<file path="src/rtl/ivrl_pkg.sv">
// Package: shared constants and helpers for the interrupt vector receive latch.
// Assumes data words are at most 64 bits wide and that read selects are 2 bits.
package ivrl_pkg;

    localparam int SEL_W = 2;

    typedef enum logic [SEL_W-1:0] {
        RD_STATUS = 2'd0,
        RD_WORD0  = 2'd1,
        RD_WORD1  = 2'd2,
        RD_WORD2  = 2'd3
    } rd_sel_e;

    // Build the captured word: a tag of all ones at tag_shift, with the line index in the low bits.
    function automatic logic [63:0] pack_vector(input int unsigned idx,
                                                input int unsigned tag_w,
                                                input int unsigned tag_shift);
        logic [63:0] w;
        w = 64'(((64'd1 << tag_w) - 64'd1) << tag_shift);
        w = w | 64'(idx);
        return w;
    endfunction

endpackage

</file>
<file path="src/rtl/ivrl_edge.sv">
// Module: per-line edge detector.
// It keeps a registered copy of each request line and reports rising and
// falling levels in the cycle in which they appear on the input.
// Assumes the request lines are already synchronous to clk.
module ivrl_edge #(
    parameter int N = 8
) (
    input  logic         clk,
    input  logic         rst_n,
    input  logic [N-1:0] lines,
    output logic [N-1:0] rise,
    output logic [N-1:0] fall,
    output logic         fall_any
);

    logic [N-1:0] prev_q;

    // Purpose: remember last cycle's level of every line.
    always_ff @(posedge clk) begin
        if (!rst_n) prev_q <= '0;
        else        prev_q <= lines;
    end

    // Purpose: build one rise and one fall detector for each line.
    for (genvar g = 0; g < N; g++) begin : g_line
        assign rise[g] = lines[g] & ~prev_q[g];
        assign fall[g] = ~lines[g] & prev_q[g];
    end

    assign fall_any = |fall;

endmodule

</file>
<file path="src/rtl/ivrl_pick.sv">
// Module: lowest-index-first picker.
// It turns a candidate vector into a one-hot grant plus the binary index of the winner.
// Assumes IDX_W is at least $clog2(N).
module ivrl_pick #(
    parameter int N     = 8,
    parameter int IDX_W = 3
) (
    input  logic [N-1:0]     cand,
    output logic [N-1:0]     grant,
    output logic [IDX_W-1:0] idx,
    output logic             any
);

    logic [N:0] blocked;

    assign blocked[0] = 1'b0;

    // Purpose: build a prefix chain, so that a line wins only if no lower line is a candidate.
    for (genvar g = 0; g < N; g++) begin : g_chain
        assign grant[g]       = cand[g] & ~blocked[g];
        assign blocked[g + 1] = blocked[g] | cand[g];
    end

    assign any = blocked[N];

    // Purpose: encode the one-hot grant as a binary index.
    always_comb begin
        idx = '0;
        for (int i = 0; i < N; i++) begin
            if (grant[i]) idx = idx | IDX_W'(i);
        end
    end

endmodule

</file>
<file path="src/rtl/ivrl_state.sv">
// Module: latch state.
// Holds the busy flag, the three data words, the pending index, the wake
// pulse and the set of lines that lost arbitration.
// Assumes accept is asserted only while busy is clear, and that IDX_W <= TAG_SHIFT.
module ivrl_state #(
    parameter int          N         = 8,
    parameter int          IDX_W     = 3,
    parameter int          WORD_W    = 64,
    parameter int          TAG_W     = 5,
    parameter int          TAG_SHIFT = 6,
    parameter int          TRAP_W    = 9,
    parameter logic [8:0]  TRAP_TYPE = 9'h060
) (
    input  logic              clk,
    input  logic              rst_n,
    input  logic [N-1:0]      lines,
    input  logic [N-1:0]      rise,
    input  logic              fall_any,
    input  logic              accept,
    input  logic [N-1:0]      grant,
    input  logic [IDX_W-1:0]  grant_idx,
    output logic              busy,
    output logic [N-1:0]      deferred,
    output logic [WORD_W-1:0] word0,
    output logic [WORD_W-1:0] word1,
    output logic [WORD_W-1:0] word2,
    output logic              wake,
    output logic [TRAP_W-1:0] pend_index
);
    import ivrl_pkg::*;

    logic [WORD_W-1:0] packed_word;

    // Purpose: format data word 0 for the current winner.
    always_comb begin
        packed_word = WORD_W'(pack_vector(int'(grant_idx), TAG_W, TAG_SHIFT));
    end

    // Purpose: set busy on an accepted request; clear it on any falling level while busy.
    always_ff @(posedge clk) begin
        if (!rst_n)               busy <= 1'b0;
        else if (accept)          busy <= 1'b1;
        else if (busy && fall_any) busy <= 1'b0;
    end

    // Purpose: load the data words and the pending index on acceptance.
    always_ff @(posedge clk) begin
        if (!rst_n) begin
            word0      <= '0;
            word1      <= '0;
            word2      <= '0;
            pend_index <= '0;
        end else if (accept) begin
            word0      <= packed_word;
            word1      <= '0;
            word2      <= '0;
            pend_index <= TRAP_W'(TRAP_TYPE);
        end
    end

    // Purpose: produce a one-cycle wake pulse for each acceptance.
    always_ff @(posedge clk) begin
        if (!rst_n) wake <= 1'b0;
        else        wake <= accept;
    end

    // Purpose: keep the lines that lost the same-cycle arbitration; drop a line once it goes low.
    always_ff @(posedge clk) begin
        if (!rst_n)      deferred <= '0;
        else if (accept) deferred <= (rise | deferred) & lines & ~grant;
        else             deferred <= deferred & lines;
    end

endmodule

</file>
<file path="src/rtl/ivrl_latch.sv">
// Module: interrupt vector receive latch (top).
// It captures the first rising request line as one pending vectored interrupt,
// drives the hard-interrupt and wake outputs, and serves a read port for software.
// Assumes synchronous request lines, 2 <= NUM_LINES <= 2**TAG_SHIFT, and WORD_W > TAG_SHIFT + TAG_W.
module ivrl_latch #(
    parameter int          NUM_LINES = 16,
    parameter int          WORD_W    = 64,
    parameter int          TAG_W     = 5,
    parameter int          TAG_SHIFT = 6,
    parameter int          BUSY_BIT  = 5,
    parameter int          TRAP_W    = 9,
    parameter logic [8:0]  TRAP_TYPE = 9'h060
) (
    input  logic                 clk,
    input  logic                 rst_n,
    input  logic [NUM_LINES-1:0] irq_lines,
    input  logic [1:0]           rd_sel,
    output logic [WORD_W-1:0]    rd_data,
    output logic                 hard_irq,
    output logic                 wake,
    output logic [TRAP_W-1:0]    pend_index
);
    import ivrl_pkg::*;

    localparam int IDX_W = $clog2(NUM_LINES);

    logic [NUM_LINES-1:0] rise;
    logic [NUM_LINES-1:0] fall;
    logic                 lower_any;
    logic [NUM_LINES-1:0] cand;
    logic [NUM_LINES-1:0] grant;
    logic [IDX_W-1:0]     grant_idx;
    logic                 accept;
    logic                 busy;
    logic [NUM_LINES-1:0] deferred;
    logic [WORD_W-1:0]    word0;
    logic [WORD_W-1:0]    word1;
    logic [WORD_W-1:0]    word2;
    logic [WORD_W-1:0]    status_word;

    ivrl_edge #(.N(NUM_LINES)) u_edge (
        .clk      (clk),
        .rst_n    (rst_n),
        .lines    (irq_lines),
        .rise     (rise),
        .fall     (fall),
        .fall_any (lower_any)
    );

    // Purpose: offer new rises and remembered losers only while idle.
    always_comb begin
        cand = busy ? '0 : ((rise | deferred) & irq_lines);
    end

    ivrl_pick #(.N(NUM_LINES), .IDX_W(IDX_W)) u_pick (
        .cand  (cand),
        .grant (grant),
        .idx   (grant_idx),
        .any   (accept)
    );

    ivrl_state #(
        .N         (NUM_LINES),
        .IDX_W     (IDX_W),
        .WORD_W    (WORD_W),
        .TAG_W     (TAG_W),
        .TAG_SHIFT (TAG_SHIFT),
        .TRAP_W    (TRAP_W),
        .TRAP_TYPE (TRAP_TYPE)
    ) u_state (
        .clk        (clk),
        .rst_n      (rst_n),
        .lines      (irq_lines),
        .rise       (rise),
        .fall_any   (lower_any),
        .accept     (accept),
        .grant      (grant),
        .grant_idx  (grant_idx),
        .busy       (busy),
        .deferred   (deferred),
        .word0      (word0),
        .word1      (word1),
        .word2      (word2),
        .wake       (wake),
        .pend_index (pend_index)
    );

    assign hard_irq = busy;

    // Purpose: place the busy flag at its bit position in the status word.
    always_comb begin
        status_word           = '0;
        status_word[BUSY_BIT] = busy;
    end

    // Purpose: choose the read data from the select.
    always_comb begin
        case (rd_sel_e'(rd_sel))
            RD_STATUS: rd_data = status_word;
            RD_WORD0:  rd_data = word0;
            RD_WORD1:  rd_data = word1;
            default:   rd_data = word2;
        endcase
    end

endmodule

</file>
<file path="config.mk">
export PLATFORM = sky130hd
export DESIGN_NAME = ivrl_latch
export DESIGN_NICKNAME = d
export VERILOG_FILES = /design/src/rtl/ivrl_pkg.sv /design/src/rtl/ivrl_edge.sv /design/src/rtl/ivrl_pick.sv /design/src/rtl/ivrl_state.sv /design/src/rtl/ivrl_latch.sv
export SDC_FILE = /design/constraint.sdc
export NUM_CORES = 1
export LEC_CHECK = 0
export ABC_CLOCK_PERIOD_IN_PS = 3490
export BUFFER_PORTS_ARGS = -buffer_cell sky130_fd_sc_hd__buf_2
export CAP_MARGIN = 20
export CORE_ASPECT_RATIO = 0.9
export CORE_MARGIN = 2
export CORE_UTILIZATION = 54
export CTS_BUF_LIST = sky130_fd_sc_hd__clkbuf_4
export DETAILED_ROUTE_END_ITERATION = 12
export GPL_TIMING_DRIVEN = 0
export PLACE_DENSITY = 0.88
export SKIP_CTS_REPAIR_TIMING = 1
export SYNTH_ARGS = -nofsm -noshare
export SYNTH_HDL_FRONTEND = slang
export SYNTH_SLANG_ARGS = --single-unit
</file>
<file path="constraint.sdc">
create_clock -name clk -period 3.49 [get_ports clk]
set_input_delay 0.8725 -clock clk [delete_from_list [all_inputs] [get_ports clk]]
set_output_delay 0.8725 -clock clk [all_outputs]
set_load 0.02 [all_outputs]
</file>
; ---- After elaboration in Yosys (flattened, before gate mapping)
; Index checks and enable logic that the tools add are counted.
; W data, S select, Z words.
[word_totals]
ff_bits = 40
in_bits = 20
out_inout_bits = 75
elab_cells = 145
[op_classes]
mux = 20
n_reduce_logical = 4
n_eq_ne = 1
n_bitwise = 114
[op_table]
columns = op, count
row1 = $and A16 B16 Y16, 3
row2 = $and A1 B1 Y1, 47
row3 = $not A1 Y1, 47
row4 = $mux W16, 2
row5 = $mux W4, 8
row6 = $pmux W11 S2, 1
row7 = $not A16 Y16, 1
row8 = $or A16 B16 Y16, 1
row9 = $reduce_or A16 Y1, 1
row10 = $or A1 B1 Y1, 15
row11 = $mux W3, 4
row12 = $mux W2, 2
row13 = $mux W1, 3
row14 = $eq A2 B1 Y1 const B, 1
row15 = $logic_not A2 Y1, 1
row16 = $reduce_bool A2 Y1, 1
row17 = $logic_and A1 B1 Y1, 1

; ---- Longest topological paths before layout
; Gate-level depths: netlist of run 1.
[depth]
word_depth = 24
ltp_mapped = 8
depth_no_buf = 6

; ---- Modules after synthesis
; Synthesis of run 1 repeated with hierarchy kept, for this count alone.
[unflattened]
cells_unflattened = 590
area_unflattened_um2 = 5367.6
[modules_own_cells]
columns = module, n_inst, cells_per_inst, seq_area_each_um2, area_per_inst_um2
row1 = ivrl_state, 1, 286, 460.4, 2404.8
row2 = ivrl_latch, 1, 183, 0.0, 1903.1
row3 = ivrl_edge, 1, 70, 320.3, 713.2
row4 = ivrl_pick, 1, 51, 0.0, 346.6

; ---- Least setup slack after synthesis of run 1
; No wires, ideal clock.
[synth_path]
kind = input-to-output
from = input rd_sel[0]
to = output rd_data[10]
path_buffers = 1
required_ns = 2.618
arrival_time_ns = 1.574
cell_stages = 3
slack_ns = 1.043
path_cell_list = nor2b_1 and2_1 buf_4
[synth_between]
elab_chain_len = 2
[synth_lines]
columns = element, line_no
row1 = "start, declared", ivrl_latch.sv:17  ; input logic [1:0] rd_sel,
row2 = $eq A2 B1 Y1 or $logic_not A2 Y1 (tied branches), ivrl_latch.sv:98  ; case (rd_sel_e'(rd_sel))
row3 = $pmux W11 S2 *, ivrl_latch.sv:98
row4 = "end, declared", ivrl_latch.sv:18  ; output logic [WORD_W-1:0] rd_data,
; Mark *: on every way between the ends. The rest lies on a longest branch, timed or not.

; ---- Final worst setup path of run 1
[layout_path]
from = input rd_sel[0]
to = output rd_data[9]
; Same word-level chain as after synthesis.

==> summary.md, run 1 <==
| Metric | Value |
|---|---|
| Total wire length | approximately 4900 um |
| Final setup fails | 0 |
| Die area | between 4000 and 5000 um^2 |
| Cell Chain, Critical Path | buf_2 -> nor2b_1 -> and2_1 -> buf_4 -> buf_2 |
| Crit path max-delay family | simple AND/OR/NAND/NOR gates |
| Top Metal Used | met4 |
| First-pass GRT wire length | around 8000 um |
| Clock Sinks | 39 |
| Gp weighted congestion | a little over 0.9 |
| Fin crit period | about 2.6 ns |
| Worst Path Buf+Inv | 3 |
| Worst slew pin tran | roughly 0.58 ns |
| Pin count of the biggest net entering global routing | 13 |
| Initial antenna violation count | 0 |
| Syn Std Cell Area | roughly 2300 um^2 |
| Htree depth | 2 |
| Netlist cell types | 49 |
| Yosys reg bits | 39 |
| Pwr Total | 1.07 mW |
| Core area | a little over 4000 um^2 |
| Worst setup SP type | input pin |
| Max VDD drop | around 0.28 mV |
| Placed cell areas | roughly 2800 um^2 |
| Clock power frac | between 20 and 30% |
| P_leak | between 1.5 and 2 nW |
| Worst path max stage delay | 0.23 ns |
| Core Util, Final | a little over two thirds |
| Synth Instances | 280 |
| Arrival time worst endpoint | 1.69 ns |
| Layout cells sized above 1 | between 30% and 40% |
| Crit path top cell by count | buf_2 |
| Worst skew pair latency | between 0.3 and 0.4 ns |
| Top FF cell, synth | dfxtp_1 |
| Power Dens Cells | around 370 nW/um^2 |
| Status | finished, final reports clean |
| Nets@finish | 400 |
| Slew HR | roughly 61% |
| I/O pins | 95 |
| Seq/Total Area, Yosys | between 30% and 40% |
| Switching pwr | between 0.3 and 0.4 mW |
| Row cnt | 22 |
| Period utilisation layout | about 73% |
| Worst Path Required | 2.62 ns |
| Critical Path End Type | output pin |
| Vias/cell | about 4.8 |
| Fin area | ~2900 um^2 |
| Fin. Hold Viols | 0 |
| Reg clk slew, reported paths | 0.11 ns |
| DP HPWL | 3900 um |
| PortBufs | 33 |
| Initial Util | between 50% and 60% |
| Switching share of power | 31.0% |
| Via count | 2040 |
| Clock Skews | around 0.017 ns |
| # diodes | 0 |
| Reg2Reg Setup Slack | roughly 1.5 ns |
| Max clock buf depth | 2 |
| Post-DRT Antenna Nets | 0 |
| Total CTS buffers | 5 |
| 1st-pass router iterations | 6 |
| Flop pwr share | roughly 46% |
| Die W | about 73 um |
| Die height | 66.3 um |
| Initial drt markers | between 100 and 150 |
| Total of max-cap violations | 0 |
| Avg Cell Area, Syn | 8.32 um^2 |
| Combinational Power Share | between 20% and 30% |
| Vias in the first global route | between 1.5k and 2k |
| Drc violations | 0 |
| Root Buffer Master | clkbuf_4 |
| Slew Viols, Final | 0 |
| Worst slack, placed | ~0.91 ns |
| Min-delay worst type | flop to flop |
| Hold_ws | between 0.4 and 0.5 ns |
| Worst-path fanout max | 5 |
| Worst setup margin | 0.930 ns |
| Fin cells | 429 |
| CTS tree | yes |
| WL/cell | around 12 um |
| RSZ-0062 raised after global routing | false |
| Yosys warnings | 0 |
| WS Path Type | input pin to output pin |
| Fmax | 391 MHz |
| Int Power | approximately 0.74 mW |
| Setup TNS | 0 ns |
| Post-synth EDFFs | 0 |
| Placed insts | ~420 |
| Met2 Routed Length | between 2000 and 2500 um |
| Met3 WL | roughly 470 um |
| Gr usage total | a little over a fifth |
| Slowest-stage cell, CP | and2_1 |
| Post-synthesis async set-or-reset flop share | 0% |
| Area delta synth->final | 22.6% |
| GR Overflow Total | 0 |
| Met1 wire length | around 2100 um |
## cells in the final DEF (no fill, tap or decap), types with 4 or more instances in the layout
cell       n
nand2b_1  15
a22oi_1    5
clkbuf_4   5
buf_2     36
o22ai_1    5
nand2_1   18
conb_1    61
nor2_1     9
and2_1    21
a21oi_1   12
inv_1     21
buf_4     67
a211oi_1   4
nand3_1    5
dfxtp_1   39
## cell usage after synthesis, drive strengths merged, types with 3 or more instances
master / instances / area (um^2)
buf: 72 / 533
dfxtp: 39 / 781
and2: 22 / 140
inv: 21 / 78.8
nand2: 18 / 67.6
nand2b: 16 / 108
a21oi: 13 / 68.8
nor2: 9 / 33.8
a22oi: 5 / 37.5
nand3: 5 / 25.0
o21ai: 5 / 25.0
o22ai: 5 / 31.3
a211oi: 4 / 30.0
a311oi: 4 / 41.3
a21o: 3 / 22.5
nor3b: 3 / 22.5
o211a: 3 / 30.0
o211ai: 3 / 22.5
## worst register-to-register path, cell delays in order (launching register included)
cell,delay [ns]
dfxtp_1,0.32
nand2b_4,0.14
a222oi_1,0.57
and4_1,0.33
a21oi_2,0.08
buf_6,0.15
a21oi_1,0.14
and3b_1,0.18
## cell type report
type	count	area [um^2]
fillers	379	1240
multi-input cells	205	1150
flip-flops and latches	39	781
plain buffers	74	541
repair buffers	33	165
inverters	22	82.6
well taps	48	60.1
clock inverters	3	38.8
clock buffers	5	37.5
## metal layers
| layer | track usage [%] | up-vias |
|---|---|---|
| li1 | - | 1033 |
| met1 | 26.6 | 904 |
| met2 | 34.8 | 97 |
| met3 | 5.34 | 6 |
| met4 | 6.48 | 0 |
| met5 | 0 | - |
## sequential cells by signal, indices dropped and copies added, names as in the netlist
signal              flops
u_edge.prev_q          16
u_state.deferred       16
u_state.word0           4
u_state.busy            1
u_state.pend_index      1
u_state.wake            1
## cells by family (layout without fill, tap and decap cells)
family,count (synthesis),in the layout,share of synthesized area [%]
mux,1,1,0.429
flops,39,39,33.5
buf+inv,96,137,26.7
other cells,1,61,0.161
simple gates,83,83,20.1
compound gates,60,60,19.1
## power by group through the flow
stage / clock network, mW / logic [mW] / registers (mW)
global route: 0.322 / 0.311 / 0.491
global placement: 0 / 0.275 / 0.496
floorplan: 0 / 0.224 / 0.496
finish: 0.298 / 0.285 / 0.487
CTS: 0.299 / 0.280 / 0.487
detailed placement: 0 / 0.279 / 0.497
## worst paths after layout
kind	startpoint	endpoint	depth (start not counted)
worst max-delay path	rd_sel[0]	rd_data[9]	5
worst min-delay path	u_state.deferred[0]$_SDFF_PN0_	u_state.deferred[0]$_SDFF_PN0_	2
worst min register to register	u_state.deferred[0]$_SDFF_PN0_	u_state.deferred[0]$_SDFF_PN0_	2
worst max register to register	u_state.deferred[8]$_SDFF_PN0_	u_state.deferred[10]$_SDFF_PN0_	7
(Power assumes the default switching activity.)
==> inputs of run 2 (changes only) <==
- ABC_CLOCK_PERIOD_IN_PS: 3490 -> 2200
- CORE_UTILIZATION: 54 -> 45
- PLACE_DENSITY: 0.88 -> 0.78
- clock period: 3.49 -> 2.2 ns (I/O delays scaled with it)
==> summary.md, run 2 (synthesized netlist as in run 1, its figures left out) <==
| Metric | Value |
|---|---|
| Status | finished, final reports clean (unchanged) |
| Worst skew pair latency | 0.34 ns (was 0.36 ns) |
| Fin. Hold Viols | 0 (unchanged) |
| Power Dens Cells | 555 nW/um^2 (was 374 nW/um^2) |
| Slew HR | 62.8% (was 61.4%) |
| Fin area | 2860 um^2 (about the same) |
| I/O pins | 95 (unchanged) |
| DP HPWL | 3890 um (was 3900 um) |
| Int Power | 1.09 mW (was 0.738 mW) |
| Gp weighted congestion | 0.864 (was 0.909) |
| 1st-pass router iterations | 4 (was 6) |
| Vias/cell | 4.52 (was 4.76) |
| Area delta synth->final | 22.7% (was 22.6%) |
| WS Path Type | flop to flop (was input pin to output pin) |
| Flop pwr share | 48.6% (was 45.5%) |
| Via count | 2014 (was 2040) |
| Row cnt | 24 (was 22) |
| Slew Viols, Final | 0 (unchanged) |
| GR Overflow Total | 0 (unchanged) |
| Min-delay worst type | flop to flop (unchanged) |
| Nets@finish | 400 (unchanged) |
| Fin crit period | around 2 ns |
| Core area | 4920 um^2 (was 4100 um^2) |
| Drc violations | 0 (unchanged) |
| Clock Sinks | 39 (unchanged) |
| PortBufs | 33 (unchanged) |
| # diodes | 0 (unchanged) |
| Worst setup margin | 0.203 ns (was 0.930 ns) |
| Worst Path Required | 2.44 ns (was 2.62 ns) |
| Die area | 5770 um^2 (was 4860 um^2) |
| WL/cell | 10.7 um (was 11.5 um) |
| Die height | 72.3 um (was 66.3 um) |
| Die W | 79.9 um (was 73.3 um) |
| Period utilisation layout | between 90% and 100% |
| Initial drt markers | 81 (was 144) |
| Switching share of power | 31.6% (was 31.0%) |
| Worst slew pin tran | 0.558 ns (was 0.580 ns) |
| Arrival time worst endpoint | 2.24 ns (was 1.69 ns) |
| Worst slack, placed | 0.00156 ns (was 0.914 ns) |
| Initial Util | 47.3% (was 56.8%) |
| Final setup fails | 0 (unchanged) |
| Initial antenna violation count | 0 (unchanged) |
| Root Buffer Master | clkbuf_4 (unchanged) |
| Critical Path End Type | flop (was output pin) |
| Most common cell after layout, fill and taps aside | buf_4 (unchanged) |
| Htree depth | 2 (unchanged) |
| Placed cell areas | 2800 um^2 (was 2780 um^2) |
| Layout cells sized above 1 | 30.4% (was 30.2%) |
| Total wire length | 4790 um (was 4940 um) |
| Reg clk slew, reported paths | 0.10 ns (was 0.11 ns) |
| RSZ-0062 raised after global routing | false (unchanged) |
| First-pass GRT wire length | 7310 um (was 7780 um) |
| Max VDD drop | 0.370 mV (was 0.283 mV) |
| Total of max-cap violations | 0 (unchanged) |
| Combinational Power Share | 28.4% (was 26.6%) |
| Worst setup SP type | flop (was input pin) |
| Max clock buf depth | 2 (unchanged) |
| Most frequent cells in the layout | 67 x buf_4, 61 x conb_1, 39 x dfxtp_1 (unchanged) |
| Clock power frac | 23.0% (was 27.8%) |
| Top flop regs | u_edge.prev_q x16, u_state.deferred x16, u_state.word0 x4 (unchanged) |
| Total CTS buffers | 5 (unchanged) |
| Gr usage total | 16.0% (was 21.0%) |
| Core Util, Final | 58.1% (was 69.7%) |
| Clock Skews | 0.00862 ns (was 0.0173 ns) |
| Post-DRT Antenna Nets | 0 (unchanged) |
| Pin count of the biggest net entering global routing | 12 (was 13) |
| CTS tree | yes (unchanged) |
| Vias in the first global route | 1639 (was 1726) |
| Fmax | about 500 MHz |
| Switching pwr | 0.502 mW (was 0.332 mW) |
| Worst-path fanout max | 10 (was 5) |
| P_leak | 1.52 nW (was 1.53 nW) |
## run 2: worst paths after layout
path	startpoint	cells after the start	slack (ns)	end
setup / recovery	u_state.deferred[8]$_SDFF_PN0_	7	0.20	u_state.deferred[10]$_SDFF_PN0_
hold / removal	u_state.deferred[0]$_SDFF_PN0_	2	0.44	u_state.deferred[0]$_SDFF_PN0_
setup reg to reg	u_state.deferred[8]$_SDFF_PN0_	7	0.20	u_state.deferred[10]$_SDFF_PN0_
hold reg to reg	u_state.deferred[0]$_SDFF_PN0_	2	0.44	u_state.deferred[0]$_SDFF_PN0_
## run 2: final cells by class
| cell class | count | area, um^2 |
|---|---|---|
| multi-input cells | 205 | 1150 |
| plain buffers | 74 | 541 |
| clock inverters | 1 | 5.00 |
| repair buffers | 33 | 165 |
| clock buffers | 7 | 52.6 |
| fillers | 445 | 2060 |
| inverters | 22 | 82.6 |
| flip-flops and latches | 39 | 781 |
| well taps | 65 | 81.3 |
## run 2: metrics by stage
| step | setup TNS (ns) | power [mW] | cells | hold slack [ns] |
|---|---|---|---|---|
| finish | 0 | 1.59 | 446 | 0.437 |
| detailed placement | 0 | 1.23 | 438 | 0.424 |
| CTS | 0 | 1.59 | 446 | 0.440 |
| floorplan | 0 | 1.14 | 340 | 0.405 |
| global placement | -0.00752 | 1.23 | 438 | 0.413 |
| global route | 0 | 1.67 | 446 | 0.455 |
## run 2: per-layer routing
metal	vias up	GRT usage, %	wire length [um]
met5	-	0	0
met4	0	5.84	93
met3	11	4.73	496
met2	97	24.3	2110
met1	877	21.9	2100
li1	1029	-	-
## run 2: critical path, cell delays in order, from the launching register on
cell	delay, ns
dfxtp_1	0.32
nand2b_4	0.14
a222oi_1	0.55
and4_1	0.34
a21oi_2	0.09
buf_6	0.15
a21oi_1	0.13
and3b_1	0.18
## run 2: power groups by stage
stage / combinational [mW] / clock, mW / sequential [mW]
final: 0.451 / 0.365 / 0.772
after global routing: 0.488 / 0.408 / 0.778
after CTS: 0.445 / 0.375 / 0.772
after detailed placement: 0.443 / 0 / 0.788
after global placement: 0.440 / 0 / 0.787
after floorplan: 0.355 / 0 / 0.787
